===== config.mk =====
export PLATFORM = sky130hd
export DESIGN_NAME = pwm_gate_seq
export DESIGN_NICKNAME = d
export VERILOG_FILES = /design/src/rtl/pwm_seq_pkg.sv /design/src/rtl/pwm_cycle_div.sv /design/src/rtl/pwm_hold_cnt.sv /design/src/rtl/pwm_gate_fsm.sv /design/src/rtl/pwm_gate_seq.sv
export SDC_FILE = /design/constraint.sdc
export NUM_CORES = 1
export LEC_CHECK = 0
export BUFFER_PORTS_ARGS = -buffer_cell sky130_fd_sc_hd__buf_2
export CORE_AREA = 5 5 42 44
export CTS_CLUSTER_SIZE = 24
export DETAILED_ROUTE_END_ITERATION = 10
export DIE_AREA = 0 0 47 49
export PLACE_DENSITY = 0.8
export SYNTH_ARGS = -nofsm -noshare
export SYNTH_HDL_FRONTEND = slang
export SYNTH_SLANG_ARGS = --single-unit

===== constraint.sdc =====
create_clock -name clk -period 1.7 [get_ports clk]
set_input_delay 0.34 -clock clk [delete_from_list [all_inputs] [get_ports clk]]
set_output_delay 0.34 -clock clk [all_outputs]
set_load 0.05 [all_outputs]

===== src/rtl/pwm_seq_pkg.sv =====
package pwm_seq_pkg;

    typedef enum logic [2:0] {
        PH_IDLE   = 3'd0,
        PH_GAP_HI = 3'd1,
        PH_HIGH   = 3'd2,
        PH_GAP_LO = 3'd3,
        PH_LOW    = 3'd4
    } phase_e;

endpackage


===== src/rtl/pwm_cycle_div.sv =====
module pwm_cycle_div #(
    parameter int DIV = 8
) (
    input  logic clk,
    input  logic rst_n,
    input  logic tick,
    input  logic slow,
    output logic start
);
    localparam int CW = (DIV > 2) ? $clog2(DIV) : 1;
    localparam logic [CW-1:0] LAST = CW'(DIV - 1);
    localparam bit POW2 = ((DIV & (DIV - 1)) == 0);

    logic [CW-1:0] tick_cnt;

    generate
        if (POW2) begin : g_wrap
            always_ff @(posedge clk or negedge rst_n) begin
                if (!rst_n) begin
                    tick_cnt <= '0;
                end else if (!slow) begin
                    tick_cnt <= '0;
                end else if (tick) begin
                    tick_cnt <= tick_cnt + CW'(1);
                end
            end
        end else begin : g_cmp
            always_ff @(posedge clk or negedge rst_n) begin
                if (!rst_n) begin
                    tick_cnt <= '0;
                end else if (!slow) begin
                    tick_cnt <= '0;
                end else if (tick) begin
                    tick_cnt <= (tick_cnt == LAST) ? '0 : tick_cnt + CW'(1);
                end
            end
        end
    endgenerate

    // A boundary is accepted at full rate, or only when the divider sits at zero.
    assign start = tick && (!slow || (tick_cnt == '0));

endmodule


===== src/rtl/pwm_hold_cnt.sv =====
module pwm_hold_cnt #(
    parameter int LIMIT = 2
) (
    input  logic clk,
    input  logic rst_n,
    input  logic clr,
    output logic expired
);
    localparam int W = (LIMIT > 2) ? $clog2(LIMIT) : 1;
    localparam logic [W-1:0] LAST = W'(LIMIT - 1);

    logic [W-1:0] age;

    always_ff @(posedge clk or negedge rst_n) begin
        if (!rst_n) begin
            age <= '0;
        end else if (clr) begin
            age <= '0;
        end else if (age != LAST) begin
            age <= age + W'(1);
        end
    end

    // High during the LIMIT-th clock (and later) spent in the current phase.
    assign expired = (age == LAST);

endmodule


===== src/rtl/pwm_gate_fsm.sv =====
module pwm_gate_fsm
    import pwm_seq_pkg::*;
(
    input  logic clk,
    input  logic rst_n,
    input  logic en,
    input  logic start,
    input  logic pwm_trip,
    input  logic ocp_trip,
    input  logic gap_done,
    input  logic ton_done,
    output logic phase_moved,
    output logic hs_on,
    output logic ls_on
);
    phase_e state_q;
    phase_e state_nxt;

    // State register
    always_ff @(posedge clk or negedge rst_n) begin
        if (!rst_n) begin
            state_q <= PH_IDLE;
        end else begin
            state_q <= state_nxt;
        end
    end

    // Transition logic
    always_comb begin
        state_nxt = state_q;
        if (!en) begin
            state_nxt = PH_IDLE;
        end else begin
            unique case (state_q)
                PH_IDLE: begin
                    if (start) state_nxt = PH_GAP_HI;
                end
                PH_GAP_HI: begin
                    if (gap_done) state_nxt = PH_HIGH;
                end
                PH_HIGH: begin
                    if (ocp_trip) begin
                        state_nxt = PH_GAP_LO;
                    end else if (pwm_trip && ton_done) begin
                        state_nxt = PH_GAP_LO;
                    end
                end
                PH_GAP_LO: begin
                    if (start) begin
                        state_nxt = PH_GAP_HI;
                    end else if (gap_done) begin
                        state_nxt = PH_LOW;
                    end
                end
                PH_LOW: begin
                    if (start) state_nxt = PH_GAP_HI;
                end
                default: state_nxt = PH_IDLE;
            endcase
        end
    end

    assign phase_moved = (state_nxt != state_q);

    // Output register: gate commands come straight from flops, one per gate.
    always_ff @(posedge clk or negedge rst_n) begin
        if (!rst_n) begin
            hs_on <= 1'b0;
            ls_on <= 1'b0;
        end else begin
            hs_on <= (state_nxt == PH_HIGH);
            ls_on <= (state_nxt == PH_LOW);
        end
    end

endmodule


===== src/rtl/pwm_gate_seq.sv =====
module pwm_gate_seq #(
    parameter int DEAD_CLKS   = 2,
    parameter int MIN_ON_CLKS = 4,
    parameter int SHORT_DIV   = 8
) (
    input  logic clk,
    input  logic rst_n,
    input  logic en,
    input  logic cyc_tick,
    input  logic pwm_trip,
    input  logic ocp_trip,
    input  logic short_det,
    output logic hs_on,
    output logic ls_on,
    output logic cyc_strobe
);
    logic start;
    logic phase_moved;
    logic gap_done;
    logic ton_done;

    pwm_cycle_div #(.DIV(SHORT_DIV)) u_div (
        .clk   (clk),
        .rst_n (rst_n),
        .tick  (cyc_tick),
        .slow  (short_det),
        .start (start)
    );

    pwm_hold_cnt #(.LIMIT(DEAD_CLKS)) u_gap_cnt (
        .clk     (clk),
        .rst_n   (rst_n),
        .clr     (phase_moved),
        .expired (gap_done)
    );

    pwm_hold_cnt #(.LIMIT(MIN_ON_CLKS)) u_ton_cnt (
        .clk     (clk),
        .rst_n   (rst_n),
        .clr     (phase_moved),
        .expired (ton_done)
    );

    pwm_gate_fsm u_fsm (
        .clk         (clk),
        .rst_n       (rst_n),
        .en          (en),
        .start       (start),
        .pwm_trip    (pwm_trip),
        .ocp_trip    (ocp_trip),
        .gap_done    (gap_done),
        .ton_done    (ton_done),
        .phase_moved (phase_moved),
        .hs_on       (hs_on),
        .ls_on       (ls_on)
    );

    assign cyc_strobe = start;

endmodule


* Word-level counts from Yosys, hierarchy flattened *
Cells that the tools add are included.

storage, ports and cells
  register bits after elaboration = 11
  bits in latches = 0
  bits in writable memories = 0
  bits in read-only memories = 0
  input port bits = 7
  logic and storage cells = 41
  memories = 0

operators by class
  $add $sub $neg = 3
  $mul = 0
  divide/modulo/power cells = 0
  magnitude comparators = 0
  eq/ne operators = 10
  shifts and indexed selects = 0
  multiplexer cells = 14
  bitwise logic cells = 0
  reduce and logical (&&, ||, !) cells = 8

operator list
  kind                                                             count
  3-bit two-way mux                                                9
  3-bit one-hot mux with 4 select lines                            1
  3-bit by 2-bit == test with 1-bit output, second input constant  3
  3-bit == test, second input constant                             2
  3-bit logical NOT                                                2
  2-bit two-way mux                                                2
  2-bit != test, second input constant                             2
  3-bit by 1-bit adder with 3-bit output, second input constant    1
  3-bit by 1-bit == test with 1-bit output, second input constant  1
  3-bit != test                                                    1
  2-bit by 1-bit adder with 2-bit output, second input constant    1
  2-bit == test, second input constant                             1
  1-bit logical AND                                                2
  1-bit two-way mux                                                2
  2-bit nonzero test                                               1
  2-bit OR reduction                                               1
  1-bit adder, second input constant                               1
  1-bit logical NOT                                                1
  1-bit logical OR                                                 1

* Logic depth before layout (Yosys ltp) *
  word-level depth = 8
  depth in mapped cells = 7

* By module *
From an unflattened synthesis, not the netlist that was laid out.

second synthesis, totals
  cells, all modules = 60
  area, all modules = 595.6 µm²

by module, submodules not included
  module                     times used  cells each  area an instance (µm²)
  pwm_gate_fsm               1           34          301.5
  pwm_cycle_div              1           17          176.4
  pwm_hold_cnt at u_ton_cnt  1           7           88.8
  pwm_hold_cnt at u_gap_cnt  1           2           28.8

* Worst setup path before layout *
Ideal clock, no wire load.

  path type = flip-flop to flip-flop
  start point = register u_div.tick_cnt[0]
  end point = register u_ton_cnt.age[0]
  setup time = 0.129 ns
  data arrival time = 2.015 ns
  path slack = -0.445 ns
  cell stages (with the launch flop) = 8
  buffers on the path = 0
  clock period less this slack = 2.145 ns
  cell sequence = dfrtp_1 inv_1 ha_1 nand2b_1 a21boi_1 o32ai_1 a21oi_1 nor3_1

between the ends
  longest elaborated chain between the ends = 8
  elaborated cells on any way between the ends = 10

RTL lines
  item                                                            line                                                        RTL
  start, declared                                                 pwm_cycle_div.sv:14                                         logic [CW-1:0] tick_cnt;
  start signal, assigned                                          pwm_cycle_div.sv:24                                         tick_cnt <= tick_cnt + CW'(1);
  3-bit logical NOT (*)                                           pwm_cycle_div.sv:41                                         assign start = tick && (!slow || (tick_cnt == '0));
  1-bit logical OR (*)                                            pwm_cycle_div.sv:41
  1-bit logical AND (*)                                           pwm_cycle_div.sv:41
  via cyc_strobe                                                  pwm_gate_seq.sv:15                                          output logic cyc_strobe
  3-bit two-way mux (on tied branches)                            pwm_gate_fsm.sv:36, pwm_gate_fsm.sv:56, pwm_gate_fsm.sv:49
  3-bit one-hot mux with 4 select lines (*)                       pwm_gate_fsm.sv:34                                          unique case (state_q)
  3-bit two-way mux (*)                                           pwm_gate_fsm.sv:31                                          if (!en) begin
  3-bit != test (*)                                               pwm_gate_fsm.sv:63                                          assign phase_moved = (state_nxt != state_q);
  2-bit two-way mux / 2-bit nonzero test (equally long branches)  --
  end signal, assigned                                            pwm_hold_cnt.sv:20                                          age <= age + W'(1);
  end, declared                                                   pwm_hold_cnt.sv:12                                          logic [W-1:0] age;

Mark *: on every way through the listed nets, which the timed path passes. The rest lies on a longest branch.
A chain may end at the register's enable or synchronous reset.

* Final worst setup path *
  start point = register u_div.tick_cnt[1]
  end point = output port cyc_strobe

between the ends
  longest elaborated chain between the ends = 3

RTL lines
  item               line
  3-bit logical NOT  pwm_cycle_div.sv:41
  1-bit logical OR   pwm_cycle_div.sv:41
  1-bit logical AND  pwm_cycle_div.sv:41
  end, declared      pwm_gate_seq.sv:15

Every way passes these cells.

==> out/results.tsv <==
stage	metric	value	unit
sta	RSZ-0062 raised after global routing	no	
clock_network	Max clock buf depth	2	
sta	Worst-Margin Slew	0.298	ns
die	Starting Density	0.446	
setup_path	Startpoint Class	register	
route	initial DRC count	9	
job	max-capacitance violation count	0	
route	drt drc	0	
cells_and_area	ant diodes	0	
die	I/O pin cnt	10	
setup_path	Critical Path RT	1.36	ns
die	die footprint	0.00230	mm^2
global_routing	number of global-route vias before repair	474	
route	vias per cell	5.41	
sta	Tmin final	1.65	ns
setup_path	CP endpoint kind	primary output	
setup_path	Max FO, Critical Path	3	
sta	FMAX	0.607	GHz
clock_network	clock slew at reported path FFs	0.08	ns
die	Core ar.	0.00140	mm^2
power_and_ir_drop	leak pwr	0.361	nW
global_routing	GR Util All Layers	0.121	
synth	Syn. warnings	0	
status	status	finished, final reports clean	
cells_and_area	Area Overhead vs Synth	26.3	%
synth	Synth area leader	dfrtp_1	
setup_path	crit path DAT	1.31	ns
sta	Final setup viols	0	
synth	post-synth cell types	29	
synth	Synthesized Nets	69	
placed_design	# port buffers	9	
global_routing	first-pass GRT wire length	1950	um
global_routing	antenna violations before repair	0	
cells_and_area	nets@finish	86	
synth	Syn Inst Count	59	
synth	flops & latches, synth	11	
placed_design	GPL Wtd Cong	0.736	
sta	Slew Viols, Final	0	
power_and_ir_drop	maximum vdd ir drop	0.541	mV
clock_network	CTS Sinks	11	
die	Die Wd	47	um
clock_network	CTS tree	done	
sta	relative slew slack	0.801	
route	routed vias	492	
clock_network	CTS buffer count	3	
route	DRT Pass-1 Iters	4	
synth	post-synthesis sequential area ratio	0.441	
route	final WL	1210	um
clock_network	H-tree depth	1	
sta	Fin. Hold Viols	0	
sta	fin crit share	0.969	
synth	top-area cell type share of the netlist area	0.441	
synth	Area contributors post-synth	dfrtp_1 (44%), ha_1 (6.0%), mux2i_1 (3.2%)	
sta	skew final	0.00865	ns
die	FP Rows	14	
die	DIE HEIGHT	49	um
placed_design	DP HPWL	880	um
power_and_ir_drop	PwrDens	1100	mW/mm^2
cells_and_area	utilization after layout	0.563	
synth	Syn Area/Cell	10.6	um^2
sta	setup tns final	0	ns
clock_network	Clock Latency Late Sink	0.28	ns
global_routing	largest net degree at the start of global routing	12	
clock_network	root buffer selected by CTS	clkbuf_4	
synth	mapped cell area	624	um^2
hold_path	HP Class	input pin to register	
setup_path	Crit Path Category	register to primary output	
cells_and_area	share of layout cells above drive strength 1	0.413	
route	Routed Antenna Nets	0	
route	DR WL/cell	13.3	um
global_routing	grt total ovfl	0	
==> flip-flops by register name, summed over array words and instances (netlist names) <==
signal,cells
u_div.tick_cnt,3
u_fsm.state_q,3
u_ton_cnt.age,2
u_fsm.hs_on,1
u_fsm.ls_on,1
u_gap_cnt.expired,1
==> synth_stat cells (all sizes together) <==
cell type	count
xnor2	1
xor2	3
a21oi	4
a21boi	1
a211oi	1
o221ai	1
dfrtp	11
and3	1
buf	2
o32ai	1
o41a	1
ha	3
inv	4
nor2	5
or3b	1
nand2b	1
a31oi	2
nor3b	1
nor4b	1
o21ai	3
nand2	3
nor3	4
nor2b	1
mux2i	2
and3b	1
==> logic make-up (layout without fill, tap and decap cells) <==
group | count (synthesis) | after routing | share of synthesized area
XOR/XNOR | 4 | 4 | 0.0682
AND/OR/NAND/NOR | 19 | 19 | 0.168
multiplexers | 2 | 2 | 0.0321
AO/OA/AOI/OAI | 14 | 14 | 0.174
buffers and inverters | 6 | 22 | 0.0561
adder cells (fa/ha/maj) | 3 | 3 | 0.0601
flip-flops | 11 | 11 | 0.441
==> worst max-delay path, cell delays in order (launching register included) <==
cell and delay (ns):
dfrtp_1 0.41, inv_2 0.08, ha_4 0.14, nand2b_4 0.06
a21boi_4 0.16, buf_6 0.17
==> final timing paths <==
kind                                    from           endpoint  slack (ns)  depth (start not counted)
hold reg to reg            u_div.tick_cnt[2]  u_div.tick_cnt[2]        0.58                          2
hold / removal                            en   u_fsm.state_q[1]        0.36                          2
min in group asynchronous              rst_n   u_fsm.state_q[1]        0.45                          2
max in group asynchronous              rst_n   u_ton_cnt.age[1]        1.04                          2
setup / recovery           u_div.tick_cnt[1]         cyc_strobe        0.05                          5
setup reg to reg            u_fsm.state_q[2]   u_ton_cnt.age[1]        0.10                          5
==> power by group <==
| part | switching (mW) | internal (mW) |
|---|---|---|
| Sequential | 0.0542 | 0.313 |
| Clock | 0.0997 | 0.0874 |
| Combinational | 0.166 | 0.146 |
==> placed cells by master, fill, tap and decap left out, types with 2 or more instances in the layout <==
cell type	synthesis	layout
a21oi_1	3	2
a31oi_1	2	2
buf_2	1	8
buf_4	0	4
clkbuf_4	0	3
dfrtp_1	11	11
inv_2	1	3
mux2i_1	2	2
nand2_1	3	3
nor2_1	5	5
nor3_1	4	4
o21ai_0	3	3
xor2_1	2	2
==> per-layer routing <==
layer / global-route usage / routed length, um / part of all wire / vias to the layer above
met5: 0 / 0 / 0 / -
met4: 0.0968 / 49 / 0.040 / 0
met3: 0.0221 / 42 / 0.035 / 5
met2: 0.190 / 659 / 0.54 / 9
met1: 0.133 / 463 / 0.38 / 235
li1: - / - / - / 243
==> per-stage QoR <==
| step | hold WS [ns] | instances | setup slack [ns] | cell area [um^2] | total power, mW |
|---|---|---|---|---|---|
| 2_1_floorplan | 0.0444 | 59 | 0.0626 | 636 | 0.582 |
| 3_3_place_gp | 0.221 | 84 | 0.135 | 696 | 0.633 |
| 3_5_place_dp | 0.223 | 84 | 0.0684 | 696 | 0.646 |
| 4_1_cts | 0.345 | 91 | 0.00278 | 754 | 0.847 |
| 5_1_grt | 0.356 | 91 | 0.00289 | 788 | 0.942 |
| 6_report | 0.358 | 91 | 0.0522 | 788 | 0.866 |
==> cell type report <==
class / count / area (um^2)
timing repair buffer: 14 / 91.3
clock inverter: 1 / 5.00
multi-input combinational: 42 / 359
inverter: 4 / 15.0
clock buffer: 3 / 22.5
sequential: 11 / 275
fill: 130 / 613
tap: 16 / 20.0
==> repair_timing <==
item | CTS | global route
buffers inserted | 2 | 0
hold buffers | 1 | 0
endpoints found under the hold margin | 11 | 0
gates resized for setup | 2 | 8
pin swaps | 1 | 2
setup endpoints to repair | 1 | 4
Power figures use the tool's default switching activity.
